`src/rtl/wdt_pkg.sv`:
```
package wdt_pkg;
  localparam int AW = 8;
  localparam int DW = 32;

  localparam logic [AW-1:0] OFS_CTRL   = 8'h10;
  localparam logic [AW-1:0] OFS_STATUS = 8'h14;
  localparam logic [AW-1:0] OFS_COUNT  = 8'h28;
  localparam logic [AW-1:0] OFS_LOAD   = 8'h2C;
  localparam logic [AW-1:0] OFS_TRIG   = 8'h30;
  localparam logic [AW-1:0] OFS_PEND   = 8'h34;
  localparam logic [AW-1:0] OFS_KEY    = 8'h48;

  localparam int CTRL_SRST_BIT  = 1;
  localparam int STAT_DONE_BIT  = 0;

  localparam logic [DW-1:0] KEY_FIRST  = 32'h0000_AAAA;
  localparam logic [DW-1:0] KEY_SECOND = 32'h0000_5555;

  // posted slots: index, register offset and pending bit position
  localparam int NSLOT     = 3;
  localparam int SLOT_LOAD = 0;
  localparam int SLOT_TRIG = 1;
  localparam int SLOT_KEY  = 2;

  function automatic logic [AW-1:0] slot_ofs(input int idx);
    case (idx)
      SLOT_LOAD: slot_ofs = OFS_LOAD;
      SLOT_TRIG: slot_ofs = OFS_TRIG;
      default:   slot_ofs = OFS_KEY;
    endcase
  endfunction

  function automatic int slot_pend_bit(input int idx);
    case (idx)
      SLOT_LOAD: slot_pend_bit = 2;
      SLOT_TRIG: slot_pend_bit = 3;
      default:   slot_pend_bit = 4;
    endcase
  endfunction

  typedef enum logic {KS_IDLE, KS_HALF} key_state_t;
endpackage

```
`src/rtl/wdt_post_slot.sv`:
```
module wdt_post_slot #(
  parameter int DW         = 32,
  parameter int SYNC_TICKS = 3
) (
  input  logic          clk,
  input  logic          rst,
  input  logic          tick,
  input  logic          wr,
  input  logic [DW-1:0] wdata,
  output logic          pend,
  output logic          apply,
  output logic [DW-1:0] data
);
  localparam int CW = $clog2(SYNC_TICKS + 1);

  logic [CW-1:0] left;

  assign apply = pend && tick && (left == CW'(1));

  always_ff @(posedge clk) begin
    if (rst) begin
      pend <= 1'b0;
      left <= '0;
    end else if (!pend) begin
      if (wr) begin
        pend <= 1'b1;
        left <= CW'(SYNC_TICKS);
      end
    end else if (tick) begin
      if (left == CW'(1)) pend <= 1'b0;
      else                left <= left - CW'(1);
    end
  end

  // data holder carries no reset; only read while pend is set
  always_ff @(posedge clk) begin
    if (wr && !pend) data <= wdata;
  end
endmodule

```
`src/rtl/wdt_key_fsm.sv`:
```
module wdt_key_fsm
  import wdt_pkg::*;
#(
  parameter int DW = 32
) (
  input  logic          clk,
  input  logic          rst,
  input  logic          key_apply,
  input  logic [DW-1:0] key_data,
  output logic          en
);
  key_state_t state;

  always_ff @(posedge clk) begin
    if (rst) begin
      state <= KS_IDLE;
      en    <= 1'b1;
    end else if (key_apply) begin
      if (key_data == DW'(KEY_FIRST)) begin
        state <= KS_HALF;
      end else if (key_data == DW'(KEY_SECOND) && state == KS_HALF) begin
        state <= KS_IDLE;
        en    <= 1'b0;
      end else begin
        state <= KS_IDLE;
      end
    end
  end
endmodule

```
`src/rtl/wdt_counter.sv`:
```
module wdt_counter #(
  parameter int          DW           = 32,
  parameter logic [DW-1:0] DEFAULT_LOAD = 32'hFFFF_FFC0
) (
  input  logic          clk,
  input  logic          rst,
  input  logic          tick,
  input  logic          en,
  input  logic          load_apply,
  input  logic [DW-1:0] load_data,
  input  logic          trig_apply,
  output logic [DW-1:0] cnt,
  output logic [DW-1:0] load_q,
  output logic          req
);
  logic [DW-1:0] load_nxt;

  assign load_nxt = load_apply ? load_data : load_q;

  always_ff @(posedge clk) begin
    if (rst) begin
      cnt    <= DEFAULT_LOAD;
      load_q <= DEFAULT_LOAD;
      req    <= 1'b0;
    end else begin
      load_q <= load_nxt;
      req    <= 1'b0;
      if (trig_apply) begin
        cnt <= load_nxt;
      end else if (en && tick) begin
        if (&cnt) begin
          cnt <= load_nxt;
          req <= 1'b1;
        end else begin
          cnt <= cnt + DW'(1);
        end
      end
    end
  end
endmodule

```
`src/rtl/wdt_keyguard.sv`:
```
module wdt_keyguard
  import wdt_pkg::*;
#(
  parameter int            SYNC_TICKS   = 3,
  parameter int            SRST_CYCLES  = 4,
  parameter logic [DW-1:0] DEFAULT_LOAD = 32'hFFFF_FFC0
) (
  input  logic          clk,
  input  logic          rst,
  input  logic          tick,
  input  logic          bus_wr,
  input  logic          bus_rd,
  input  logic [AW-1:0] bus_addr,
  input  logic [DW-1:0] bus_wdata,
  output logic [DW-1:0] bus_rdata,
  output logic          reset_req
);
  localparam int SW = $clog2(SRST_CYCLES + 1);

  logic [SW-1:0]    srst_left;
  logic             busy;
  logic             irst;
  logic [NSLOT-1:0] slot_wr;
  logic [NSLOT-1:0] slot_pend;
  logic [NSLOT-1:0] slot_apply;
  logic [DW-1:0]    slot_data [NSLOT];
  logic             wd_en;
  logic [DW-1:0]    cnt;
  logic [DW-1:0]    load_q;
  logic [DW-1:0]    pend_word;
  logic [DW-1:0]    rd_mux;

  assign busy = (srst_left != '0);
  assign irst = rst | busy;

  always_ff @(posedge clk) begin
    if (rst) begin
      srst_left <= '0;
    end else if (busy) begin
      srst_left <= srst_left - SW'(1);
    end else if (bus_wr && bus_addr == OFS_CTRL && bus_wdata[CTRL_SRST_BIT]) begin
      srst_left <= SW'(SRST_CYCLES);
    end
  end

  for (genvar g = 0; g < NSLOT; g++) begin : g_slot
    assign slot_wr[g] = bus_wr && (bus_addr == slot_ofs(g));
    wdt_post_slot #(.DW(DW), .SYNC_TICKS(SYNC_TICKS)) u_slot (
      .clk   (clk),
      .rst   (irst),
      .tick  (tick),
      .wr    (slot_wr[g]),
      .wdata (bus_wdata),
      .pend  (slot_pend[g]),
      .apply (slot_apply[g]),
      .data  (slot_data[g])
    );
  end

  wdt_key_fsm #(.DW(DW)) u_key (
    .clk       (clk),
    .rst       (irst),
    .key_apply (slot_apply[SLOT_KEY]),
    .key_data  (slot_data[SLOT_KEY]),
    .en        (wd_en)
  );

  wdt_counter #(.DW(DW), .DEFAULT_LOAD(DEFAULT_LOAD)) u_cnt (
    .clk        (clk),
    .rst        (irst),
    .tick       (tick),
    .en         (wd_en),
    .load_apply (slot_apply[SLOT_LOAD]),
    .load_data  (slot_data[SLOT_LOAD]),
    .trig_apply (slot_apply[SLOT_TRIG]),
    .cnt        (cnt),
    .load_q     (load_q),
    .req        (reset_req)
  );

  always_comb begin
    pend_word = '0;
    for (int i = 0; i < NSLOT; i++) pend_word[slot_pend_bit(i)] = slot_pend[i];
  end

  always_comb begin
    rd_mux = '0;
    case (bus_addr)
      OFS_STATUS: rd_mux[STAT_DONE_BIT] = !busy;
      OFS_COUNT:  rd_mux = cnt;
      OFS_LOAD:   rd_mux = load_q;
      OFS_PEND:   rd_mux = pend_word;
      default:    rd_mux = '0;
    endcase
  end

  always_ff @(posedge clk) begin
    if (rst)         bus_rdata <= '0;
    else if (bus_rd) bus_rdata <= rd_mux;
  end
endmodule

```
`config.mk`:
```
export PLATFORM = sky130hd
export DESIGN_NAME = wdt_keyguard
export DESIGN_NICKNAME = d
export VERILOG_FILES = /design/src/rtl/wdt_pkg.sv /design/src/rtl/wdt_post_slot.sv /design/src/rtl/wdt_key_fsm.sv /design/src/rtl/wdt_counter.sv /design/src/rtl/wdt_keyguard.sv
export SDC_FILE = /design/constraint.sdc
export NUM_CORES = 1
export LEC_CHECK = 0
export CORE_MARGIN = 2
export CORE_UTILIZATION = 50
export DETAILED_ROUTE_END_ITERATION = 6
export DONT_BUFFER_PORTS = 1
export GPL_TIMING_DRIVEN = 0
export SETUP_SLACK_MARGIN = 0.02
export SYNTH_ARGS = -nofsm -noshare
export SYNTH_HDL_FRONTEND = slang
export SYNTH_SLANG_ARGS = --single-unit
```
`constraint.sdc`:
```
create_clock -name clk -period 9.5 [get_ports clk]
set_clock_uncertainty 0.2 [all_clocks]
set_input_delay 0.95 -clock clk [delete_from_list [all_inputs] [get_ports clk]]
set_output_delay 0.95 -clock clk [all_outputs]
set_load 0.02 [all_outputs]
```
# Word level (Yosys, flattened, before mapping)
# Index checks and enable logic that the tools add are counted.
# totals
reg_bits,175
in_bits,45
out_inout_bits,33
elab_cells,105
# op_classes
add_sub_neg,5
n_eq_ne,18
muxes,34
n_bitwise,3
n_reduce_logical,30
# ops
operator,count
$mux W32,4
$pmux W31 S3,1
$add A32 B1 Y32 const B,1
$eq A32 B15 Y1 const B,1
$eq A32 B16 Y1 const B,1
$eq A8 B6 Y1 const B,4
$reduce_and A32 Y1,1
$mux W2,12
$eq A8 B5 Y1 const B,2
$logic_and A1 B1 Y1,15
$mux W1,14
$ne A2 B2 Y1 const B,6
$reduce_and A3 Y1,4
$reduce_bool A2 Y1,5
$eq A8 B7 Y1 const B,1
$eq A2 B1 Y1 const B,3
$mux W3,2
$sub A2 B1 Y2 const B,3
$logic_not A1 Y1,3
$pmux W1 S3,1
$reduce_bool A3 Y1,1
$reduce_or A3 Y1,1
$sub A3 B1 Y3 const B,1
$not A1 Y1,2
$or A1 B1 Y1,1

# Logic depth before layout (Yosys ltp)
# depth
depth_word,6
mapped_depth,9
mapped_depth_nobuf,7

# Cells and area by module
# From an unflattened synthesis, not the netlist that was laid out.
# hier_totals
hier_cells,739
hier_area_um2,8663.3
# modules_own_cells
mod,instances,cells_each,area_each_um2,seq_area_each_um2
wdt_counter,1,398,3445.8,1301.2
wdt_post_slot,3,48,1119.8,1021.0
wdt_keyguard,1,172,1661.6,700.7
wdt_key_fsm,1,25,196.4,40.0

# Worst setup path before layout
# No wires, ideal clock.
# synth_path
kind,input-to-reg
from,input port bus_addr[4]
to,register g_slot[0].u_slot.data[0] (enable)
setup_ns,0.508
arrival_ns,4.853
required_time_ns,8.792
path_slack_ns,3.939
cell_stages,2
path_buffers,0
cell_sequence,or4b_1 > nor4_1
# synth_between
elab_chain_len,3
# synth_rtl
item,line_no,source
start: declaration,wdt_keyguard.sv:13,"input logic [AW-1:0] bus_addr,"
$eq A8 B6 Y1,wdt_keyguard.sv:47,assign slot_wr[g] = bus_wr && (bus_addr == slot_ofs(g));
$logic_and A1 B1 Y1,wdt_keyguard.sv:47,
$logic_and A1 B1 Y1,wdt_post_slot.sv:37,if (wr && !pend) data <= wdata;
end signal: assignment,wdt_post_slot.sv:37,
end: declaration,wdt_post_slot.sv:12,output logic [DW-1:0] data
# Every way passes these cells.
# A chain may end at the register's enable or synchronous reset.

# Final worst setup path
# layout_path
from,input port rst
to,register u_cnt.cnt[25]
# layout_between
elab_chain_len,1
# layout_rtl
item,line_no,source
start: declaration,wdt_keyguard.sv:9,"input logic rst,"
$or A1 B1 Y1,wdt_keyguard.sv:34,assign irst = rst | busy;
end signal: assignment,wdt_counter.sv:29,cnt <= load_nxt;
end signal: assignment,wdt_counter.sv:32,cnt <= load_nxt;
end signal: assignment,wdt_counter.sv:35,cnt <= cnt + DW'(1);
end: declaration,wdt_counter.sv:12,"output logic [DW-1:0] cnt,"
# Every way passes these cells.

==> summary.txt <==
Starting Density: 0.511
Post-synthesis cell area: 7740 um^2
Antenna-violating nets left: 0
Total Routing Usage GR: 0.287
Gp weighted congestion: 0.956
Syn nets: 785
Chip width: 128 um
Setup bufs post-CTS: 0
Die Y: 128 um
Crit path max-delay cell type: nor3_2
Core area: 15100 um^2
Initial antenna violation count: 0
TritonCTS clock tree: yes
Tot Pwr: 1520 uW
Vias: 6187
Ports: 78
CP arrival: 3.11 ns
Synth top area cells: dfxtp_1 29%, edfxtp_1 25%, mux2i_1 4.4%, mux2_2 4.2%, nand3_1 3.3%
Worst-case vdd ir drop: 0.118 mV
N_diodes: 0
CTS max path bufs: 2
Share of the synthesized area in the top cell type: 0.287
# rows: 45
Syn. warnings: 0
Critical path class: primary input to flip-flop
Final Hold Vio Count: 0
Worst-margin pin slew: 1.16 ns
NumNets Final: 808
Vias in the first global route: 5910
Clk slew on worst S/H paths: 0.07 ns
Hold/Removal Path Class: flip-flop to flip-flop
Cell seen most often among critical-path stages: buf_2
Post-synth ARST share: 0
Layout cells sized above 1: 0.123
Setup TNS Final: 0 ns
Non-Filler Instances: 960
CP Cell Sequence: clkbuf_1 -> or4_1 -> buf_2 -> nor3_2 -> buf_2 -> nand2_1 -> o32ai_1 -> nor3_1
Crit path depth: 8
Placed Instances: 928
Avg Inst Size Synth: 10.5 um^2
Sequential-to-total area share from yosys stat: 0.535
Reg2Reg Launch Point: u_cnt.cnt[0]
Reg2reg end: u_cnt.cnt[25]
Run status: finished clean
Slowest Stage Delay on Critical Path: 0.49 ns
WHS: 0.286 ns
Hold path cells: 2
Final WL: 23200 um
Final setup vio count: 0
PwrDens: 178 nW/um^2
Register-to-Register Path Depth: 8
Grt ovf: 0
Fin crit period: 3.00 ns
Critical Path Source Type: primary input
Commonest cells after routing, fill and taps aside: 111 x dfxtp_1, 64 x edfxtp_1, 52 x nand2_1
Syn-to-layout area delta: 11.0%
Pin count of the biggest net entering global routing: 36
RSZ-0062 raised after global routing: false
Initial DRT Pass Iterations: 5
Cell family with most CP delay: simple AND/OR/NAND/NOR gates
Post-Syn Instances: 736
Number of max-cap violations: 0
Via density per instance: 6.44
Final period utilization: 0.316
EDFF count, synth: 64
Detailed Route Iter0 Violations: 674
Leakage power: 0.00301 uW
CTS Hold Bufs: 0
Commonest non-fill, non-tap cell in the layout: dfxtp_1
R2R setup slack: 6.59 ns
Required time of the critical path: 9.61 ns
Crit end category: flip-flop
Fin util: 0.567
Area leader, netlist: dfxtp_1
H-tree depth: 4
Max-slew headroom: 0.221
Crit Path Max Fanout: 10
Post-route DRC: 0
Number of buffers and inverters on the critical path: 3
Synth Flop Type: dfxtp_1
Maximum achievable frequency: 0.333 GHz
Final Slew Violations: 0
Clock root cell: clkbuf_16
Fillcell total: 1339
WL/cell: 24.1 um
DP HPWL: 16800 um
CP startpoint: rst
Post-CTS Resized: 0
Cts bufs inserted: 17
Total clock sinks: 175
Post-synthesis sequential element count: 175
Netlist cell types: 66
Number of port buffers: 0
Critical Path End: u_cnt.cnt[25]
First-pass GRT wire length: 34800 um
Die area: 16500 um^2
Clk Latency, worst-skew pair: 0.43 ns
[logic make-up after synthesis]
kind of cell | Yosys count | synth area share
flops | 175 | 0.535
fa+ha+maj | 4 | 0.00647
simple gates | 301 | 0.221
buf+inv | 56 | 0.0302
mux | 64 | 0.0881
compound gates | 136 | 0.119
[flip-flops by register name, summed over array words and instances (netlist names)]
register / flops
bus_rdata: 32
g_slot.u_slot.data: 64
g_slot.u_slot.pend: 3
g_slot.u_slot.left: 6
u_cnt.load_q: 32
u_cnt.req: 1
u_key.state: 1
u_key.en: 1
u_cnt.cnt: 32
srst_left: 3
[cells in the mapped netlist (3+ instances only)]
library cell / instances
nand3_1: 51
nor3_1: 34
a22oi_1: 15
mux2_2: 29
o32ai_1: 3
nand2b_1: 30
nor4_1: 19
edfxtp_1: 64
nand2_1: 52
buf_1: 3
ha_1: 4
a311oi_1: 3
o32a_1: 11
o21ai_0: 18
and3_1: 13
inv_1: 7
and4_1: 7
mux2i_1: 34
buf_2: 10
nor2_1: 32
a31oi_1: 6
or3_1: 4
a21oi_1: 49
nor4bb_1: 6
a211oi_1: 8
dfxtp_1: 111
or2_2: 4
clkbuf_1: 34
nand4_1: 23
nor4b_1: 3
a22o_1: 3
[report_power, final]
group	total (uW)	internal [uW]	switching, uW
logic	45.0	11.6	33.3
registers	783	778	4.21
clock network	697	398	300
total	1520	1190	337
[metrics by stage]
| stage | area [um^2] | setup WS (ns) |
|---|---|---|
| floorplan | 7740 | 3.94 |
| global placement | 7980 | 2.36 |
| detailed placement | 8010 | 6.05 |
| CTS | 8590 | 6.51 |
| global route | 8590 | 6.40 |
| finish | 8590 | 6.50 |
[worst reg2reg max path: cells and delay by family, from the launching register on]
family          cells  cell delay (ns)
flops               1             0.47
simple gates        3             0.81
fa+ha+maj           1             0.28
compound gates      2             0.44
buf+inv             2             0.58
[cell type report]
class / instances / area [um^2] / share of cell area
flip-flops and latches: 175 / 4140 / 0.482
multi-input cells: 505 / 3370 / 0.392
clock buffers: 21 / 450 / 0.0524
well taps: 188 / 235 / 0.0274
plain buffers: 49 / 208 / 0.0242
clock inverters: 11 / 129 / 0.0150
repair buffers: 4 / 30.0 / 0.00350
inverters: 7 / 26.3 / 0.00306
[worst min path at each step]
stage                              start  slack, ns                        to
2_1_floorplan  g_slot[0].u_slot.data[31]       0.25          u_cnt.load_q[31]
3_3_place_gp    g_slot[2].u_slot.left[0]       0.26  g_slot[2].u_slot.left[0]
3_5_place_dp   g_slot[0].u_slot.data[20]       0.28          u_cnt.load_q[20]
4_1_cts         g_slot[0].u_slot.left[0]       0.29  g_slot[0].u_slot.left[0]
5_1_grt         g_slot[0].u_slot.left[0]       0.31  g_slot[0].u_slot.left[0]
6_report       g_slot[0].u_slot.data[20]       0.29          u_cnt.load_q[20]
[layer usage]
metal	wire [um]	vias to the layer above	track usage
met3	1890	46	0.0657
met2	10200	298	0.427
met5	0	-	0
li1	-	2849	-
met1	10400	2994	0.406
met4	620	0	0.120
(Power assumes the default switching activity.)
